$ cat config.mk
export PLATFORM = sky130hd
export DESIGN_NAME = cmd_seq_engine
export DESIGN_NICKNAME = d
export VERILOG_FILES = /design/src/rtl/cse_pkg.sv /design/src/rtl/cse_decode.sv /design/src/rtl/cse_event_flags.sv /design/src/rtl/cmd_seq_engine.sv
export SDC_FILE = /design/constraint.sdc
export NUM_CORES = 1
export LEC_CHECK = 0
export BUFFER_PORTS_ARGS = -buffer_cell sky130_fd_sc_hd__buf_2
export CAP_MARGIN = 20
export CORE_UTILIZATION = 50
export DETAILED_ROUTE_END_ITERATION = 6
export PLACE_DENSITY = 0.74
export SLEW_MARGIN = 20
export SYNTH_ARGS = -nofsm -noshare
export SYNTH_HDL_FRONTEND = slang
export SYNTH_SLANG_ARGS = --single-unit
$ cat constraint.sdc
create_clock -name clk -period 3.39 [get_ports clk]
set_clock_uncertainty 0.1 [all_clocks]
set_input_delay 0.678 -clock clk [delete_from_list [all_inputs] [get_ports clk]]
set_output_delay 0.678 -clock clk [all_outputs]
set_load 0.01 [all_outputs]
$ cat src/rtl/cse_pkg.sv
package cse_pkg;
  localparam logic [7:0] OP_MASK  = 8'h02;
  localparam logic [7:0] OP_WRITE = 8'h04;
  localparam logic [7:0] OP_JUMP  = 8'h10;
  localparam logic [7:0] OP_WFE   = 8'h20;
  localparam logic [7:0] OP_EOC   = 8'h40;

  localparam int unsigned WAIT_BIT = 15;
  localparam int unsigned UPD_BIT  = 31;
  localparam int unsigned IRQ_BIT  = 0;

  typedef enum logic [2:0] {
    ST_IDLE, ST_FETCH, ST_LOAD, ST_EXEC, ST_READ, ST_WRITE, ST_WAIT
  } state_e;

  typedef struct packed {
    logic [7:0]  op;
    logic [7:0]  subsys;
    logic [15:0] field;
    logic [31:0] arg;
  } instr_t;

  function automatic logic [31:0] merge_bits(input logic [31:0] old_v,
                                             input logic [31:0] new_v,
                                             input logic [31:0] mask);
    return (old_v & ~mask) | (new_v & mask);
  endfunction

  function automatic logic subsys_ok(input logic [7:0] id);
    return (id >= 8'd1) && (id <= 8'd3);
  endfunction

  function automatic logic [31:0] subsys_base(input logic [7:0] id);
    return 32'h1400_0000 + (({24'd0, id} - 32'd1) << 16);
  endfunction
endpackage

$ cat src/rtl/cse_decode.sv
module cse_decode
  import cse_pkg::*;
(
  input  logic [7:0]  op,
  input  logic [7:0]  subsys,
  input  logic [15:0] field,
  input  logic        wait_bit,
  input  logic        upd_bit,
  output logic        is_mask,
  output logic        is_write,
  output logic        is_jump,
  output logic        is_wfe,
  output logic        is_bad,
  output logic        wait_en,
  output logic        upd_en,
  output logic [31:0] wr_addr
);
  always_comb begin
    is_mask  = 1'b0;
    is_write = 1'b0;
    is_jump  = 1'b0;
    is_wfe   = 1'b0;
    is_bad   = 1'b0;
    case (op)
      OP_MASK:  is_mask  = 1'b1;
      OP_WRITE: begin
        is_write = subsys_ok(subsys);
        is_bad   = !subsys_ok(subsys);
      end
      OP_JUMP:  is_jump  = 1'b1;
      OP_WFE:   is_wfe   = 1'b1;
      OP_EOC:   ;
      default:  is_bad   = 1'b1;
    endcase
  end

  assign wait_en = wait_bit;
  assign upd_en  = upd_bit;
  assign wr_addr = subsys_base(subsys) + {16'd0, field};
endmodule

$ cat src/rtl/cse_event_flags.sv
module cse_event_flags #(
  parameter int unsigned NUM_EV = 128,
  localparam int unsigned EVW = $clog2(NUM_EV)
) (
  input  logic              clk,
  input  logic              rst_n,
  input  logic [NUM_EV-1:0] ev_in,
  input  logic              clr_en,
  input  logic [EVW-1:0]    clr_id,
  output logic [NUM_EV-1:0] flags
);
  logic [NUM_EV-1:0] clr_vec;
  logic [NUM_EV-1:0] keep_vec;

  for (genvar i = 0; i < NUM_EV; i++) begin : g_flag
    assign clr_vec[i] = clr_en && (clr_id == EVW'(i));
    always_ff @(posedge clk or negedge rst_n) begin
      if (!rst_n) flags[i] <= 1'b0;
      else        flags[i] <= ev_in[i] | (flags[i] & ~clr_vec[i]);
    end
  end

  assign keep_vec = flags & ~clr_vec;

  AST_FLAG_STICKY: assert property (@(posedge clk) disable iff (!rst_n)
    (flags & $past(keep_vec)) == $past(keep_vec));
  AST_EVENT_SETS: assert property (@(posedge clk) disable iff (!rst_n)
    (flags & $past(ev_in)) == $past(ev_in));
endmodule

$ cat src/rtl/cmd_seq_engine.sv
module cmd_seq_engine
  import cse_pkg::*;
#(
  parameter int unsigned AW     = 16,
  parameter int unsigned NUM_EV = 128
) (
  input  logic              clk,
  input  logic              rst_n,
  input  logic              start,
  input  logic [AW-1:0]     start_addr,
  output logic [AW-1:0]     cmd_addr,
  input  logic [63:0]       cmd_data,
  output logic              bus_req,
  output logic              bus_we,
  output logic [31:0]       bus_addr,
  output logic [31:0]       bus_wdata,
  input  logic [31:0]       bus_rdata,
  input  logic              bus_ack,
  input  logic [NUM_EV-1:0] ev_in,
  output logic              busy,
  output logic              done,
  output logic              err,
  output logic              irq
);
  localparam int unsigned EVW = $clog2(NUM_EV);
  localparam logic [AW-1:0] STEP = AW'(8);

  state_e        state;
  instr_t        ir;
  logic [AW-1:0] pc;
  logic [31:0]   mask_r, addr_r, wdata_r;
  logic          done_r, err_r, irq_r;

  logic is_mask, is_write, is_jump, is_wfe, is_bad, wait_en, upd_en;
  logic [31:0]       wr_addr;
  logic [NUM_EV-1:0] flags;
  logic [EVW-1:0]    ev_id;
  logic [AW-1:0]     pc_next, pc_jump;

  // named events used by assertions
  logic ev_hit, rd_fire, wr_fire, clr_en, in_exec, in_wait;

  cse_decode i_decode (
    .op(ir.op), .subsys(ir.subsys), .field(ir.field),
    .wait_bit(ir.arg[WAIT_BIT]), .upd_bit(ir.arg[UPD_BIT]),
    .is_mask(is_mask), .is_write(is_write), .is_jump(is_jump),
    .is_wfe(is_wfe), .is_bad(is_bad), .wait_en(wait_en),
    .upd_en(upd_en), .wr_addr(wr_addr)
  );

  assign ev_id   = ir.field[EVW-1:0];
  assign ev_hit  = flags[ev_id];
  assign in_exec = (state == ST_EXEC);
  assign in_wait = (state == ST_WAIT);
  assign rd_fire = (state == ST_READ) && bus_ack;
  assign wr_fire = (state == ST_WRITE) && bus_ack;
  assign clr_en  = is_wfe && upd_en &&
                   ((in_exec && !wait_en) || (in_wait && ev_hit));
  assign pc_next = pc + STEP;
  assign pc_jump = pc + ir.arg[AW-1:0];

  cse_event_flags #(.NUM_EV(NUM_EV)) i_flags (
    .clk(clk), .rst_n(rst_n), .ev_in(ev_in),
    .clr_en(clr_en), .clr_id(ev_id), .flags(flags)
  );

  always_ff @(posedge clk or negedge rst_n) begin
    if (!rst_n) begin
      state   <= ST_IDLE;
      ir      <= '0;
      pc      <= '0;
      mask_r  <= '1;
      addr_r  <= '0;
      wdata_r <= '0;
      done_r  <= 1'b0;
      err_r   <= 1'b0;
      irq_r   <= 1'b0;
    end else begin
      case (state)
        ST_IDLE: if (start) begin
          pc     <= start_addr;
          mask_r <= '1;
          done_r <= 1'b0;
          err_r  <= 1'b0;
          irq_r  <= 1'b0;
          state  <= ST_FETCH;
        end
        ST_FETCH: state <= ST_LOAD;
        ST_LOAD: begin
          ir    <= cmd_data;
          state <= ST_EXEC;
        end
        ST_EXEC: begin
          if (is_bad) begin
            done_r <= 1'b1;
            err_r  <= 1'b1;
            irq_r  <= 1'b1;
            state  <= ST_IDLE;
          end else if (is_mask) begin
            mask_r <= ir.arg;
            pc     <= pc_next;
            state  <= ST_FETCH;
          end else if (is_write) begin
            addr_r <= wr_addr;
            if (mask_r == '1) begin
              wdata_r <= ir.arg;
              state   <= ST_WRITE;
            end else begin
              state <= ST_READ;
            end
          end else if (is_jump) begin
            pc    <= pc_jump;
            state <= ST_FETCH;
          end else if (is_wfe) begin
            if (wait_en) state <= ST_WAIT;
            else begin
              pc    <= pc_next;
              state <= ST_FETCH;
            end
          end else begin
            done_r <= 1'b1;
            irq_r  <= ir.arg[IRQ_BIT];
            state  <= ST_IDLE;
          end
        end
        ST_READ: if (bus_ack) begin
          wdata_r <= merge_bits(bus_rdata, ir.arg, mask_r);
          state   <= ST_WRITE;
        end
        ST_WRITE: if (bus_ack) begin
          mask_r <= '1;
          pc     <= pc_next;
          state  <= ST_FETCH;
        end
        ST_WAIT: if (ev_hit) begin
          pc    <= pc_next;
          state <= ST_FETCH;
        end
        default: state <= ST_IDLE;
      endcase
    end
  end

  assign cmd_addr  = pc;
  assign bus_req   = (state == ST_READ) || (state == ST_WRITE);
  assign bus_we    = (state == ST_WRITE);
  assign bus_addr  = addr_r;
  assign bus_wdata = wdata_r;
  assign busy      = (state != ST_IDLE);
  assign done      = done_r;
  assign err       = err_r;
  assign irq       = irq_r;

  AST_BUS_HOLD: assert property (@(posedge clk) disable iff (!rst_n)
    bus_req && !bus_ack |=> bus_req && $stable(bus_addr) && $stable(bus_we) && $stable(bus_wdata));
  AST_ERR_RAISES_IRQ: assert property (@(posedge clk) disable iff (!rst_n)
    err |-> irq && done);
  AST_DONE_NOT_BUSY: assert property (@(posedge clk) disable iff (!rst_n)
    done |-> !busy);
  AST_MASK_REARM: assert property (@(posedge clk) disable iff (!rst_n)
    wr_fire |=> (mask_r == 32'hFFFF_FFFF));
  AST_WAIT_QUIET: assert property (@(posedge clk) disable iff (!rst_n)
    in_wait |-> !bus_req);
  AST_READ_THEN_WRITE: assert property (@(posedge clk) disable iff (!rst_n)
    rd_fire |=> bus_req && bus_we);
endmodule

==> results by group <==
Timing
  – Measured slew at the worst slew-check pin: 0.8736 ns
  – PnR worst setup slack: 0.1513 ns
  – Fin. Hold Viols: 1
  – Highest Clock Rate: 308.8 MHz
  – Period utilization: 95.54%
  – RSZ-0062 raised after global routing: no
  – Final Max Tran Viols: 0
  – TNS Setup: 0 ns
  – Rel. slew slack: 41.23%
  – Setup violators final: 0
  – Hold Worst Slack: -0.001737 ns
  – Final Critical Period: 3.239 ns

CTS
  – Clock Tree Buf Depth: 3
  – # Post-CTS Setup Buffers: 0
  – CTS H-tree lvls: 2
  – Clock sinks: 305
  – Num CTS Buffers: 34
  – Root Buffer: clkbuf_16
  – TritonCTS clock tree: done
  – # resized after CTS: 0
  – Clk slew on worst S/H paths: 0.06 ns
  – Clk_lat worst skew: 0.51 ns
  – Post-CTS Hold Buffers: 0

Place
  – Placed Cells: 2187
  – Post-place setup slack: 0.2188 ns
  – Port bufs: 325
  – Final HPWL DP: 31.86 mm
  – Gp weighted congestion: 0.9146

Synthesis
  – Seq/Total Area, Yosys: 51.28%
  – Syn Inst Count: 1508
  – Post-synth cell types: 64
  – Xor/xnor share of the synthesized area: 1.405%
  – Synth Flop Type: dfrtp_1
  – Number of flops mapped to enable cells by yosys: 0
  – Top cells by area, synth: dfrtp_1, nor2_1, a21oi_1
  – Multiplexer area fraction after synthesis: 12.69%
  – Synth cell count leaders: nor2_1, dfrtp_1, a21oi_1
  – #FFs+latches synth: 305
  – Share of synthesized registers carrying an async set or reset: 100.0%
  – Synthesized area per cell: 9.922 um2
  – Top-area cell type share of the netlist area: 45.66%
  – Synthesized-area fraction occupied by adder cells: 1.639%
  – Post-Synthesis Cell Area: 0.01496 mm2
  – Count leader, synth: nor2_1
  – Compound-gate portion of the synthesized area: 13.50%
  – Yosys warns: 0
  – Leading area contributor after synthesis: dfrtp_1
  – Largest family of logic cells by synthesized area: simple AND/OR/NAND/NOR gates
  – Simple logic cell fraction of the synthesized area: 16.83%

Final layout
  – Fraction of layout cells with a size suffix above 1: 29.56%
  – Syn-to-layout area delta: 22.33%
  – Final Non-Filler Cells: 2256
  – Filler Cell Count: 2414
  – Final net count: 2102

Floorplanning
  – Ports: 330
  – Die area: 0.03062 mm2
  – Die height: 175.0 um
  – Core ar.: 0.02909 mm2
  – # rows: 62
  – Die X: 175.0 um
  – Initial core utilization: 51.44%

Worst setup path
  – R2r startpoint: ev_id[1]$_DFFE_PN0P_
  – CP Capture Type: flop
  – Worst Setup SP: ev_id[1]$_DFFE_PN0P_
  – Worst r2r dst: cmd_addr[13]$_DFFE_PN0P_
  – Worst setup path end: cmd_addr[13]$_DFFE_PN0P_
  – WS Path Type: flop to flop
  – R2R setup slack: 0.15 ns
  – Crit path required time: 3.67 ns
  – CP Cell Sequence: buf_12, mux2i_1, a22oi_1, a41oi_1, o21ai_1, nor3_1, inv_1, o221ai_4, a21oi_2, buf_4, mux2_1
  – CP startpoint kind: flop
  – CP max stage delay: 0.53 ns
  – Max FO, Critical Path: 32
  – R2R depth: 11
  – Slowest stage cell, crit path: dfrtp_2
  – Worst path arrival time: 3.52 ns

Drt
  – Vias per Instance: 5.661
  – Initial DRC Count: 1088
  – Wirelength per Cell: 19.44 um
  – Vias post-DR: 12770
  – DRC Markers: 0
  – Drt total wl: 43.87 mm
  – Final ANT Viol Nets: 0
  – DR pass1 iterations: 5

GRT
  – Global-route wire length before repair: 68.28 mm
  – GR Overflow Total: 0
  – Largest net degree at the start of global routing: 81
  – Number of antenna violations at the first check in global routing: 11
  – GR Util All Layers: 28.65%
  – Vias in the first global route: 12580

Pwr
  – Total design power: 0.01436 W
  – Maximum vdd drop: 544.1 uV
  – Lkg Pwr: 7.853 nW
  – Power per cell area: 784.8 mW/mm2

Run
  – Max Cap Viol: 0

Worst hold path
  – HP Class: input pin to asynchronous set/reset pin

Status
  – Outcome: finished with violations
  – Failing checks: negative hold slack
[routing by layer]
metal	track usage, %	wire [um]	share of wire (%)	vias to the layer above
li1	-	-	-	5941
met1	38.50	18390	42	6170
met2	43.63	19920	45	545
met3	7.789	3789	8.6	107
met4	12.39	1715	3.9	8
met5	0	49	0.11	-
[state kept, by name (all words and copies together) (netlist names)]
name           count
i_flags.flags    128
ir                57
bus_wdata         32
mask_r            32
bus_addr          27
cmd_addr          16
ev_id              7
state              3
done               1
err                1
irq                1
[area by class of cell]
cell class                      count  area (um2)  share of cell area, %
Clock inverter                      9       78.83                 0.4307
Timing Repair Buffer              362        2002                  10.94
Antenna cell                        8       20.02                 0.1094
Multi-Input combinational cell   1123        6938                  37.90
Tap cell                          384       480.5                  2.625
Inverter                           13       48.80                 0.2666
Sequential cell                   305        7674                  41.92
Clock buffer                       52        1062                  5.804
[report_power, final]
group	switching (W)	leakage [nW]	internal (W)	total [W]
clock network	0.00149	0.560	0.00224	0.00373
logic	0.00300	4.05	0.00241	0.00541
registers	0.000846	3.24	0.00438	0.00522
total	0.00533	7.85	0.00903	0.0144
[worst min-delay path by stage]
stage	to	slack, ns	cells after the start	from
4_1_cts	bus_addr[11]$_DFFE_PN0P_	0.003	1	rst_n
6_report	bus_addr[11]$_DFFE_PN0P_	-0.002	1	rst_n
2_1_floorplan	bus_addr[0]$_DFFE_PN0P_	0.28	0	rst_n
5_1_grt	bus_addr[11]$_DFFE_PN0P_	0.02	1	rst_n
3_3_place_gp	bus_addr[15]$_DFFE_PN0P_	0.34	2	bus_addr[15]$_DFFE_PN0P_
3_5_place_dp	bus_addr[3]$_DFFE_PN0P_	0.35	2	bus_addr[3]$_DFFE_PN0P_
[worst max-delay path: cells and delay by family (launching register included)]
family / cells / cell delay (ns)
and+or+nand+nor: 1 / 0.27
DFF: 1 / 0.53
muxes: 2 / 0.55
AOI/OAI and AO/OA: 5 / 1.05
buffers and inverters: 3 / 0.60
[per-stage QoR]
stage,instance area [um2],hold WS (ns),util (%)
2_1_floorplan,14970,0.2824,-
3_3_place_gp,17140,0.3444,58.93
3_5_place_dp,17140,0.3496,58.93
4_1_cts,18280,0.002601,62.85
5_1_grt,18290,0.01567,62.87
6_report,18300,-0.001737,62.92
[cells in the final DEF (no fill, tap or decap), types with 6 or more instances in the layout]
cell / synthesis / routed
clkbuf_1: 43 / 7
o21ai_0: 28 / 28
dfstp_2: 32 / 32
nand4_1: 15 / 15
nand2_1: 117 / 117
clkbuf_8: 0 / 8
a21oi_1: 181 / 181
xnor2_1: 20 / 20
diode_2: 0 / 8
nor3_1: 14 / 13
nor2b_1: 13 / 13
or4_1: 6 / 6
a22oi_1: 24 / 24
clkbuf_16: 0 / 37
nor2_1: 355 / 354
buf_12: 0 / 7
mux2_1: 9 / 9
buf_2: 15 / 324
nor4_1: 6 / 6
inv_1: 13 / 13
ha_1: 18 / 18
nand3_1: 25 / 25
buf_4: 7 / 30
mux2i_1: 75 / 75
dfrtp_1: 273 / 272
mux2_2: 65 / 65
o22a_1: 33 / 33
mux4_2: 14 / 14
o32ai_2: 6 / 6
a22o_1: 6 / 6
nand2b_1: 15 / 15
[logic make-up after synthesis]
group,after synthesis
and+or+nand+nor,593
xor gates and xnor gates,24
buffers and inverters,83
DFF,305
muxes,163
other,1
AOI/OAI and AO/OA,320
adders and majority gates,19
Power figures use the tool's default switching activity.
